$ cat src/rtl/kpscan_pkg.sv
package kpscan_pkg;
   localparam int ENT_W = 8;

   typedef enum logic [2:0] {
      ST_IDLE,
      ST_LEAD,
      ST_ROW,
      ST_DONE,
      ST_GAP
   } scan_st_e;

   function automatic logic [ENT_W-1:0] mk_entry(input logic [3:0] r, input logic [2:0] c);
      return {1'b1, r, c};
   endfunction
endpackage

$ cat src/rtl/kpscan_router.sv
module kpscan_router #(
   parameter int PINS = 24,
   parameter int COLS = 8
) (
   input  logic [PINS*5-1:0] row_cfg_i,
   input  logic [PINS*4-1:0] col_cfg_i,
   input  logic [3:0]        row_sel_i,
   input  logic              drive_i,
   input  logic [PINS-1:0]   pin_in_i,
   output logic [PINS-1:0]   pin_oe_o,
   output logic [COLS-1:0]   col_low_o
);
   logic [PINS-1:0] is_row;
   logic [PINS-1:0] is_col;
   logic [3:0]      ridx [PINS];
   logic [2:0]      cidx [PINS];

   for (genvar p = 0; p < PINS; p++) begin : g_pin
      assign is_row[p]   = row_cfg_i[p*5];
      assign ridx[p]     = row_cfg_i[p*5+1 +: 4];
      assign is_col[p]   = col_cfg_i[p*4] & ~is_row[p];
      assign cidx[p]     = col_cfg_i[p*4+1 +: 3];
      assign pin_oe_o[p] = drive_i & is_row[p] & (ridx[p] == row_sel_i);
   end

   for (genvar c = 0; c < COLS; c++) begin : g_col
      logic [PINS-1:0] hit;
      for (genvar p = 0; p < PINS; p++) begin : g_hit
         assign hit[p] = is_col[p] & (cidx[p] == 3'(c)) & ~pin_in_i[p];
      end
      assign col_low_o[c] = |hit;
   end
endmodule

$ cat src/rtl/kpscan_debounce.sv
module kpscan_debounce #(
   parameter int COLS = 8
) (
   input  logic            clk,
   input  logic            rst_n,
   input  logic            slot_start_i,
   input  logic            watch_i,
   input  logic [COLS-1:0] col_low_i,
   output logic [COLS-1:0] stable_o
);
   logic [COLS-1:0] ok_q;

   always_ff @(posedge clk or negedge rst_n) begin
      if (!rst_n)            ok_q <= '0;
      else if (slot_start_i) ok_q <= '1;
      else if (watch_i)      ok_q <= ok_q & col_low_i;
   end

   assign stable_o = ok_q & col_low_i;
endmodule

$ cat src/rtl/kpscan_pack.sv
module kpscan_pack import kpscan_pkg::*; #(
   parameter int COLS    = 8,
   parameter int ENTRIES = 8,
   parameter int KC_W    = 8
) (
   input  logic                     clk,
   input  logic                     rst_n,
   input  logic                     clear_i,
   input  logic                     push_i,
   input  logic [3:0]               row_i,
   input  logic [COLS-1:0]          down_i,
   output logic [ENTRIES*ENT_W-1:0] ent_o,
   output logic [KC_W-1:0]          total_o
);
   localparam int RK_W   = $clog2(ENTRIES + COLS + 1);
   localparam int FILL_W = $clog2(ENTRIES + 1);

   logic [FILL_W-1:0] fill_q;
   logic [RK_W-1:0]   pre [COLS+1];

   assign pre[0] = RK_W'(fill_q);
   for (genvar c = 0; c < COLS; c++) begin : g_rank
      assign pre[c+1] = pre[c] + RK_W'(down_i[c]);
   end

   always_ff @(posedge clk or negedge rst_n) begin
      if (!rst_n) begin
         ent_o   <= '0;
         fill_q  <= '0;
         total_o <= '0;
      end else if (clear_i) begin
         ent_o   <= '0;
         fill_q  <= '0;
         total_o <= '0;
      end else if (push_i) begin
         for (int c = 0; c < COLS; c++) begin
            if (down_i[c] && (pre[c] < RK_W'(ENTRIES)))
               ent_o[pre[c]*ENT_W +: ENT_W] <= mk_entry(row_i, 3'(c));
         end
         fill_q  <= (pre[COLS] >= RK_W'(ENTRIES)) ? FILL_W'(ENTRIES) : FILL_W'(pre[COLS]);
         total_o <= total_o + KC_W'(pre[COLS] - RK_W'(fill_q));
      end
   end
endmodule

$ cat src/rtl/keypad_scanner.sv
module keypad_scanner import kpscan_pkg::*; #(
   parameter int PINS     = 24,
   parameter int ROWS     = 16,
   parameter int COLS     = 8,
   parameter int ENTRIES  = 8,
   parameter int ROW_CYC  = 16,
   parameter int LEAD_CYC = 5,
   parameter int DB_IN_W  = 12,
   parameter int DB_W     = 10,
   parameter int RPT_W    = 16,
   parameter int KC_W     = $clog2(ROWS*COLS + 1)
) (
   input  logic                     clk,
   input  logic                     rst_n,
   input  logic                     scan_en_i,
   input  logic [PINS*5-1:0]        row_cfg_i,
   input  logic [PINS*4-1:0]        col_cfg_i,
   input  logic [DB_IN_W-1:0]       debounce_i,
   input  logic [RPT_W-1:0]         repeat_i,
   input  logic [PINS-1:0]          pin_in_i,
   output logic [PINS-1:0]          pin_oe_o,
   output logic [ENTRIES*ENT_W-1:0] entries_o,
   output logic [KC_W-1:0]          key_cnt_o,
   output logic                     snap_o
);
   localparam int DB_MAX = (1 << DB_W) - 1;
   localparam int SLOT_W = $clog2(ROW_CYC + DB_MAX + 1);
   localparam int CNT_W  = (SLOT_W > RPT_W) ? SLOT_W : RPT_W;

   if (ROWS < 1 || ROWS > 16) begin : g_bad_rows
      $error("ROWS must be 1..16");
   end
   if (COLS < 1 || COLS > 8) begin : g_bad_cols
      $error("COLS must be 1..8");
   end
   if (ENTRIES < 1) begin : g_bad_ent
      $error("ENTRIES must be at least 1");
   end
   if (ROW_CYC < 2 || LEAD_CYC < 1) begin : g_bad_time
      $error("ROW_CYC must be >= 2 and LEAD_CYC >= 1");
   end
   if (DB_IN_W < DB_W) begin : g_bad_db
      $error("DB_IN_W must be at least DB_W");
   end
   if (KC_W < $clog2(ROWS*COLS + 1)) begin : g_bad_kc
      $error("KC_W too narrow for the matrix");
   end

   scan_st_e         st_q;
   logic [CNT_W-1:0] cnt_q;
   logic [3:0]       row_q;
   logic [DB_W-1:0]  db_eff;
   logic [CNT_W-1:0] slot_last;
   logic [CNT_W-1:0] rpt_last;
   logic             in_row, slot_start, watch, row_end, pack_clear;
   logic [COLS-1:0]  col_low, down;
   logic [ENTRIES*ENT_W-1:0] stage_ent;
   logic [KC_W-1:0]  stage_cnt;

   always_comb begin
      if (debounce_i > DB_IN_W'(DB_MAX)) db_eff = DB_W'(DB_MAX);
      else                               db_eff = debounce_i[DB_W-1:0];
   end

   assign slot_last  = CNT_W'(ROW_CYC - 1) + CNT_W'(db_eff);
   assign rpt_last   = CNT_W'(repeat_i) - CNT_W'(1);
   assign in_row     = (st_q == ST_ROW);
   assign slot_start = in_row && (cnt_q == '0);
   assign watch      = in_row && (cnt_q >= CNT_W'(ROW_CYC - 1));
   assign row_end    = in_row && (cnt_q == slot_last);
   assign pack_clear = (st_q == ST_LEAD) && (cnt_q == '0);

   kpscan_router #(.PINS(PINS), .COLS(COLS)) u_router (
      .row_cfg_i (row_cfg_i),
      .col_cfg_i (col_cfg_i),
      .row_sel_i (row_q),
      .drive_i   (in_row),
      .pin_in_i  (pin_in_i),
      .pin_oe_o  (pin_oe_o),
      .col_low_o (col_low)
   );

   kpscan_debounce #(.COLS(COLS)) u_deb (
      .clk          (clk),
      .rst_n        (rst_n),
      .slot_start_i (slot_start),
      .watch_i      (watch),
      .col_low_i    (col_low),
      .stable_o     (down)
   );

   kpscan_pack #(.COLS(COLS), .ENTRIES(ENTRIES), .KC_W(KC_W)) u_pack (
      .clk     (clk),
      .rst_n   (rst_n),
      .clear_i (pack_clear),
      .push_i  (row_end),
      .row_i   (row_q),
      .down_i  (down),
      .ent_o   (stage_ent),
      .total_o (stage_cnt)
   );

   always_ff @(posedge clk or negedge rst_n) begin
      if (!rst_n) begin
         st_q      <= ST_IDLE;
         cnt_q     <= '0;
         row_q     <= '0;
         snap_o    <= 1'b0;
         entries_o <= '0;
         key_cnt_o <= '0;
      end else if (!scan_en_i) begin
         st_q   <= ST_IDLE;
         cnt_q  <= '0;
         row_q  <= '0;
         snap_o <= 1'b0;
      end else begin
         snap_o <= 1'b0;
         unique case (st_q)
            ST_IDLE: begin
               st_q  <= ST_LEAD;
               cnt_q <= '0;
            end
            ST_LEAD: begin
               if (cnt_q == CNT_W'(LEAD_CYC - 1)) begin
                  st_q  <= ST_ROW;
                  cnt_q <= '0;
                  row_q <= '0;
               end else begin
                  cnt_q <= cnt_q + 1'b1;
               end
            end
            ST_ROW: begin
               if (row_end) begin
                  cnt_q <= '0;
                  if (row_q == 4'(ROWS - 1)) st_q <= ST_DONE;
                  else                       row_q <= row_q + 1'b1;
               end else begin
                  cnt_q <= cnt_q + 1'b1;
               end
            end
            ST_DONE: begin
               entries_o <= stage_ent;
               key_cnt_o <= stage_cnt;
               snap_o    <= 1'b1;
               cnt_q     <= '0;
               st_q      <= (repeat_i == '0) ? ST_LEAD : ST_GAP;
            end
            ST_GAP: begin
               if (cnt_q == rpt_last) begin
                  st_q  <= ST_LEAD;
                  cnt_q <= '0;
               end else begin
                  cnt_q <= cnt_q + 1'b1;
               end
            end
            default: st_q <= ST_IDLE;
         endcase
      end
   end
endmodule

$ cat config.mk
export PLATFORM = sky130hd
export DESIGN_NAME = keypad_scanner
export DESIGN_NICKNAME = d
export VERILOG_FILES = /design/src/rtl/kpscan_pkg.sv /design/src/rtl/kpscan_router.sv /design/src/rtl/kpscan_debounce.sv /design/src/rtl/kpscan_pack.sv /design/src/rtl/keypad_scanner.sv
export SDC_FILE = /design/constraint.sdc
export NUM_CORES = 1
export LEC_CHECK = 0
export BUFFER_PORTS_ARGS = -buffer_cell sky130_fd_sc_hd__buf_2
export CAP_MARGIN = 15
export CORE_ASPECT_RATIO = 0.8
export CORE_MARGIN = 2
export CORE_UTILIZATION = 47
export DETAILED_ROUTE_END_ITERATION = 7
export PLACE_DENSITY = 0.75
export SYNTH_ARGS = -nofsm -noshare
export SYNTH_HDL_FRONTEND = slang
export SYNTH_SLANG_ARGS = --single-unit
export TNS_END_PERCENT = 1
$ cat constraint.sdc
create_clock -name clk -period 8.7 [get_ports clk]
set_input_delay 0.87 -clock clk [delete_from_list [all_inputs] [get_ports clk]]
set_output_delay 0.87 -clock clk [all_outputs]
set_load 0.03 [all_outputs]
---- Yosys cells after proc, flatten, opt, wreduce, memory -nomap -nowiden ----
Index checks and enable logic that the tools add are counted.
word-level totals
  register bits after elaboration ......... 180
  input bits .............................. 271
  output and inout port bits .............. 97
  word-level logic and storage cells ...... 883
operators by class
  add/sub/neg operators ................... 22
  magnitude comparators ................... 11
  equality and inequality tests ........... 207
  shift operators ......................... 16
  mux-type cells .......................... 59
  bitwise gates (word level) .............. 505
  reductions and logical operators ........ 53
operators with widths
  cell                                                         number
  2-to-1 mux 64 bit                                            24
  bitwise mux 64 bit                                           8
  variable shift 8 x 34 -> 64 bit (first input constant)       8
  indexed part select 8 x 34 -> 64 bit                         8
  AND 1 bit                                                    456
  equality test 3 bit (second input constant)                  97
  negator 8 -> 34 bit                                          7
  OR reduction 24 bit                                          8
  equality test 3 x 2 -> 1 bit (second input constant)         50
  equality test 4 bit                                          24
  equality test 3 x 1 -> 1 bit (second input constant)         25
  logical NOT 3 bit                                            25
  2-to-1 mux 16 bit                                            4
  one-hot mux 16 bit (4 select lines)                          1
  NOT 1 bit                                                    48
  adder 5 x 1 -> 5 bit                                         7
  less-than comparator 5 x 4 -> 1 bit (second input constant)  7
  negator 7 -> 34 bit                                          1
  logical NOT 16 bit                                           2
  2-to-1 mux 8 bit                                             4
  2-to-1 mux 4 bit                                             7
  2-to-1 mux 3 bit                                             6
  adder 16 x 1 -> 16 bit (second input constant)               1
  equality test 16 x 11 -> 1 bit                               1
  27 further kinds                                             44

---- Longest topological paths before layout ----
  word-level depth ........................ 38
  mapped depth ............................ 33
  gate-level depth less buffers ........... 30

---- Hierarchy ----
From an unflattened synthesis, not the netlist that was laid out.
unflattened totals
  cells, all modules ...................... 2096
  area, all modules ....................... 16291.9 sq um
modules (own cells, without submodules)
  module           times used  cells each  area each (sq um)  seq. area each (sq um)
  kpscan_pack      1           879         7129.3             1901.8
  keypad_scanner   1           673         5450.2             2402.3
  kpscan_router    1           511         3347.0             0.0
  kpscan_debounce  1           33          365.4              200.2

---- Worst setup path before layout ----
No wires, ideal clock.
  kind .................................... input to register
  start ................................... input port col_cfg_i[80]
  end ..................................... register u_pack.total_o[7]
  setup time .............................. 0.076 ns
  arrival time ............................ 7.633 ns
  data required time ...................... 8.624 ns
  slack ................................... 0.991 ns
  stages on the path ...................... 28
  buffers on the path ..................... 1
  path through ............................ nor4b_1 -> nor3b_1 -> or4_4 -> nor3_4 -> a21boi_0 -> clkbuf_1 -> and2_1 -> ha_1 -> ha_1 -> ha_1 -> ha_1 -> ha_1 -> ha_1 -> ha_1 -> ha_1 -> inv_1 -> fa_1 -> inv_1 -> ha_1 -> a21o_1 -> a21o_1 -> a21o_1 -> a21oi_1 -> o21bai_1 -> a21oi_1 -> xnor2_1 -> or3_1 -> o21ai_1
on the way
  longest elaborated chain between the ends .. 17
  elaborated cells on any way between the ends .. 38
  those cells by class .................... 10 x add/sub; 2 x mux; 18 x bitwise; 8 x reduce/logical
RTL lines
  what                                line                   RTL
  from (decl)                         keypad_scanner.sv:17   input logic [PINS*4-1:0] col_cfg_i,
  AND 1 bit *                         kpscan_router.sv:21    assign is_col[p] = col_cfg_i[p*4] & ~is_row[p];
  AND 1 bit (2 in series)             kpscan_router.sv:29    assign hit[p] = is_col[p] & (cidx[p] == 3'(c)) & ~pin_in_i[p];
  OR reduction 24 bit                 kpscan_router.sv:31    assign col_low_o[c] = |hit;
  AND 8 bit *                         kpscan_debounce.sv:19  assign stable_o = ok_q & col_low_i;
  adder 4 x 1 -> 5 bit                kpscan_pack.sv:23      assign pre[c+1] = pre[c] + RK_W'(down_i[c]);
  adder 5 x 1 -> 5 bit (6 in series)  kpscan_pack.sv:23
  adder 5 x 1 -> 5 bit *              kpscan_pack.sv:23
  subtractor 5 x 4 -> 6 bit *         kpscan_pack.sv:41      total_o <= total_o + KC_W'(pre[COLS] - RK_W'(fill_q));
  adder 8 bit *                       kpscan_pack.sv:41
  2-to-1 mux 8 bit *                  kpscan_pack.sv:35      end else if (push_i) begin
  2-to-1 mux 8 bit *                  kpscan_pack.sv:31      end else if (clear_i) begin
  to (signal assigned)                kpscan_pack.sv:41
  to (decl)                           kpscan_pack.sv:13      output logic [KC_W-1:0] total_o
Mark *: on every way between the ends. The rest lies on a longest branch, timed or not. The select of a mux whose other input is x is not followed.
A chain may end at the register's enable or synchronous reset.

---- Worst setup path in the final report ----
  start ................................... input port col_cfg_i[76]
  end ..................................... register u_pack.total_o[7]
Same word-level chain as after synthesis.

==> insert_results.sql <==
INSERT INTO impl_metrics (metric_group, metric, value, unit) VALUES
('clock_tree', 'clock-root-buffer', 'sky130_fd_sc_hd__clkbuf_16', ''),
('global_route', 'grt_max_degree', '108', ''),
('routing', 'post_drt_via_cell_ratio', '6.14', ''),
('sta', 'drv_slew', '0', ''),
('sta', 'worst_slew_pin_tran', '1080', 'ps'),
('sta', 'fin_tns_setup', '0', 'ps'),
('clock_tree', 'cts_inserted_buffers', '17', ''),
('clock_tree', 'cts.sink_count', '180', ''),
('critical_path', 'timing.critical_path.slowest_cell_delay', '850', 'ps'),
('routing', 'ant_nets', '0', ''),
('global_route', 'aggregate_global_routing_overflow', '0', ''),
('run_status', 'status', 'finished, final reports clean', ''),
('sta', 'finalCritPeriodShare', '93.9', '%'),
('die', 'die_width', '210', 'microns'),
('clock_tree', 'htree_num_levels', '4', ''),
('finish', 'finalNonFillerCells', '2854', ''),
('global_route', 'number_of_global_route_vias_before_repair', '16022', ''),
('critical_path', 'path_buf_inv', '3', ''),
('critical_path', 'crit_path_end_kind', 'register', ''),
('placement', 'number_of_placed_instances_with_taps_included', '2814', ''),
('synthesis', 'synth_top_area_cell', 'sky130_fd_sc_hd__dfrtp_1', ''),
('clock_tree', 'cts_tree', 'built', ''),
('synthesis', 'synth.top_cells.by_area', 'sky130_fd_sc_hd__dfrtp_1 28%, sky130_fd_sc_hd__nand2_1 8.7%, sky130_fd_sc_hd__xor2_1 5.7%', ''),
('sta', 'rsz0062_at_grt', 'false', ''),
('placement', 'placement.cell_area', '18300', 'sq um'),
('synthesis', 'netlist_top_cells_count', '371 x sky130_fd_sc_hd__nand2_1, 180 x sky130_fd_sc_hd__dfrtp_1, 144 x sky130_fd_sc_hd__nor2_1', ''),
('sta', 'min_period', '8170', 'ps'),
('synthesis', 'syn-instance-count', '2062', ''),
('routing', 'initialDrtViolationCount', '1756', ''),
('synthesis', 'syn_area_per_cell', '7.73', 'sq um'),
('die', 'fp-row-count', '60', ''),
('synthesis', 'yosys.cell_count.top_type', 'sky130_fd_sc_hd__nand2_1', ''),
('routing', 'wl', '63400', 'microns'),
('worst_hold_path', 'worstHoldPathType', 'reg -> reg', ''),
('die', 'design.portCount', '368', ''),
('placement', 'io_buffer_count', '367', ''),
('routing', 'drt_pass1_iterations', '5', ''),
('power', 'total_power', '3.45', 'mW'),
('critical_path', 'cp.required', '9080', 'ps'),
('sta', 'final-hold-violation-count', '0', ''),
('finish', 'net_count_reported_at_finish', '2723', ''),
('clock_tree', 'cts_repair_resize_count', '0', ''),
('die', 'die_y', '169', 'microns'),
('clock_tree', 'clkLatencyLatePin', '460', 'ps'),
('power', 'power.leakage', '9.21', 'nW'),
('synthesis', 'synthDominantCellAreaShare', '28.3', '%'),
('sta', 'worst_clock_skew_on_the_final_layout', '13.2', 'ps'),
('routing', 'via_count_of_the_routed_design', '17519', ''),
('synthesis', 'ys.warnings.count', '0', ''),
('power', 'ir_drop', '0.000145', 'V'),
('clock_tree', 'clock_tree.buffer_depth', '2', ''),
('finish', 'layout.filler_cells', '3255', ''),
('sta', 'report.final.setup_viol', '0', ''),
('clock_tree', 'post_cts_buffers', '0', ''),
('clock_tree', 'clk_pin_slew', '80', 'ps'),
('synthesis', 'synth.yosys.seq_area_share', '28.3', '%'),
('die', 'die_area', '35400', 'sq um'),
('critical_path', 'cp.arrival', '8550', 'ps'),
('synthesis', 'post_synth_num_cell_types', '104', ''),
('critical_path', 'critical_path_peak_fanout', '8', ''),
('sta', 'finalHoldWorstSlack', '470', 'ps'),
('finish', 'flow.area_growth_from_synthesis', '18.5', '%'),
('critical_path', 'criticalPathCategory', 'in -> reg', ''),
('routing', 'drc_errors', '0', ''),
('job', 'cap_violations', '0', ''),
('clock_tree', 'cts_hold_buf', '0', ''),
('finish', 'postLayoutCellArea', '18900', 'sq um'),
('die', 'initial_utilization', '47.6', '%'),
('power', 'power.density', '183', 'nW/um^2'),
('synthesis', 'synth.net_count', '2385', ''),
('synthesis', 'yosys_register_bits', '180', '');
-- per-stage QoR --
step	setup WS [ps]	util, %
after floorplan	991	-
after global placement	345	54.5
after detailed placement	151	54.5
after CTS	603	56.3
after global routing	50.8	56.4
final	534	56.4
-- worst paths after layout --
check | start | end | slack (ps) | cells after the start
worst max-delay path | col_cfg_i[76] | u_pack.total_o[7] | 530 | 27
worst min-delay path | u_pack.ent_o[30] | entries_o[30] | 470 | 2
worst max register to register | u_deb.ok_q[0] | u_pack.total_o[7] | 2030 | 23
worst min register to register | u_pack.ent_o[30] | entries_o[30] | 470 | 2
max in group asynchronous | rst_n | u_pack.ent_o[23] | 6560 | 2
min in group asynchronous | rst_n | u_deb.ok_q[3] | 560 | 1
-- flip-flops by register name (all words and copies together) (netlist names) --
signal and flops:
u_deb.ok_q 8, u_pack.total_o 8, st_q 3, cnt_q 16
entries_o 64, key_cnt_o 8, row_q 4, snap_o 1
u_pack.ent_o 64, u_pack.fill_q 4
-- report_power, final --
part           switching (mW)  total, mW  internal [mW]
combinational            1.15       1.80          0.657
clock                   0.389      0.807          0.418
sequential            0.00218      0.839          0.837
-- final cells by class --
cell class,instances,area (sq um),area share (%)
tap,434,543,2.87
clock inverter,14,164,0.867
multi-input combinational,1730,10800,57.4
antenna,7,17.5,0.0927
inverter,69,262,1.38
sequential,180,4510,23.9
clock buffer,18,439,2.32
timing repair buffer,402,2120,11.2
-- worst register-to-register path, stage by stage (launching register included) --
cell                       delay, ps
sky130_fd_sc_hd__dfrtp_1         360
sky130_fd_sc_hd__a21boi_0        360
sky130_fd_sc_hd__and2_1          190
sky130_fd_sc_hd__ha_1            320
sky130_fd_sc_hd__ha_1            440
sky130_fd_sc_hd__ha_1            390
sky130_fd_sc_hd__ha_1            390
sky130_fd_sc_hd__ha_1            430
sky130_fd_sc_hd__ha_1            400
sky130_fd_sc_hd__ha_1            400
sky130_fd_sc_hd__ha_1            350
sky130_fd_sc_hd__inv_1            70
sky130_fd_sc_hd__fa_1            550
sky130_fd_sc_hd__inv_1            60
sky130_fd_sc_hd__ha_1            270
sky130_fd_sc_hd__a21o_1          180
sky130_fd_sc_hd__a21o_1          200
sky130_fd_sc_hd__a21o_1          180
sky130_fd_sc_hd__a21oi_1         260
sky130_fd_sc_hd__o21bai_1        110
sky130_fd_sc_hd__a21oi_1         180
sky130_fd_sc_hd__xnor2_1         100
sky130_fd_sc_hd__or3_1           320
sky130_fd_sc_hd__o21ai_1          80
-- placed cells by master (no fill, tap or decap), types with 34 or more instances in the layout --
master,count
sky130_fd_sc_hd__a21oi_1,67
sky130_fd_sc_hd__and3_1,56
sky130_fd_sc_hd__buf_2,366
sky130_fd_sc_hd__buf_4,34
sky130_fd_sc_hd__dfrtp_1,176
sky130_fd_sc_hd__ha_1,50
sky130_fd_sc_hd__inv_1,64
sky130_fd_sc_hd__nand2_1,371
sky130_fd_sc_hd__nand2b_1,44
sky130_fd_sc_hd__nand3_1,92
sky130_fd_sc_hd__nor2_1,144
sky130_fd_sc_hd__nor3_1,91
sky130_fd_sc_hd__nor4_1,57
sky130_fd_sc_hd__o21ai_0,121
sky130_fd_sc_hd__o22ai_1,49
sky130_fd_sc_hd__xnor2_1,72
sky130_fd_sc_hd__xor2_1,103
-- cells by family (layout without fill, tap and decap cells) --
logic type | Yosys count | count (layout) | share of synthesized area [%]
multiplexers | 21 | 21 | 1.46
AO/OA/AOI/OAI | 390 | 390 | 15.6
XOR/XNOR | 188 | 188 | 11.3
flip-flops | 180 | 180 | 28.3
other | 0 | 7 | 0
AND/OR/NAND/NOR | 1079 | 1079 | 35.5
adder cells (fa/ha/maj) | 52 | 52 | 4.18
buffers and inverters | 152 | 503 | 3.77
-- metal layers --
metal | routed length (microns) | track usage (%)
met5 | 9 | 0
met4 | 1210 | 7.80
met3 | 6710 | 8.66
met2 | 26000 | 50.2
met1 | 29500 | 53.9
(Power assumes the default switching activity.)
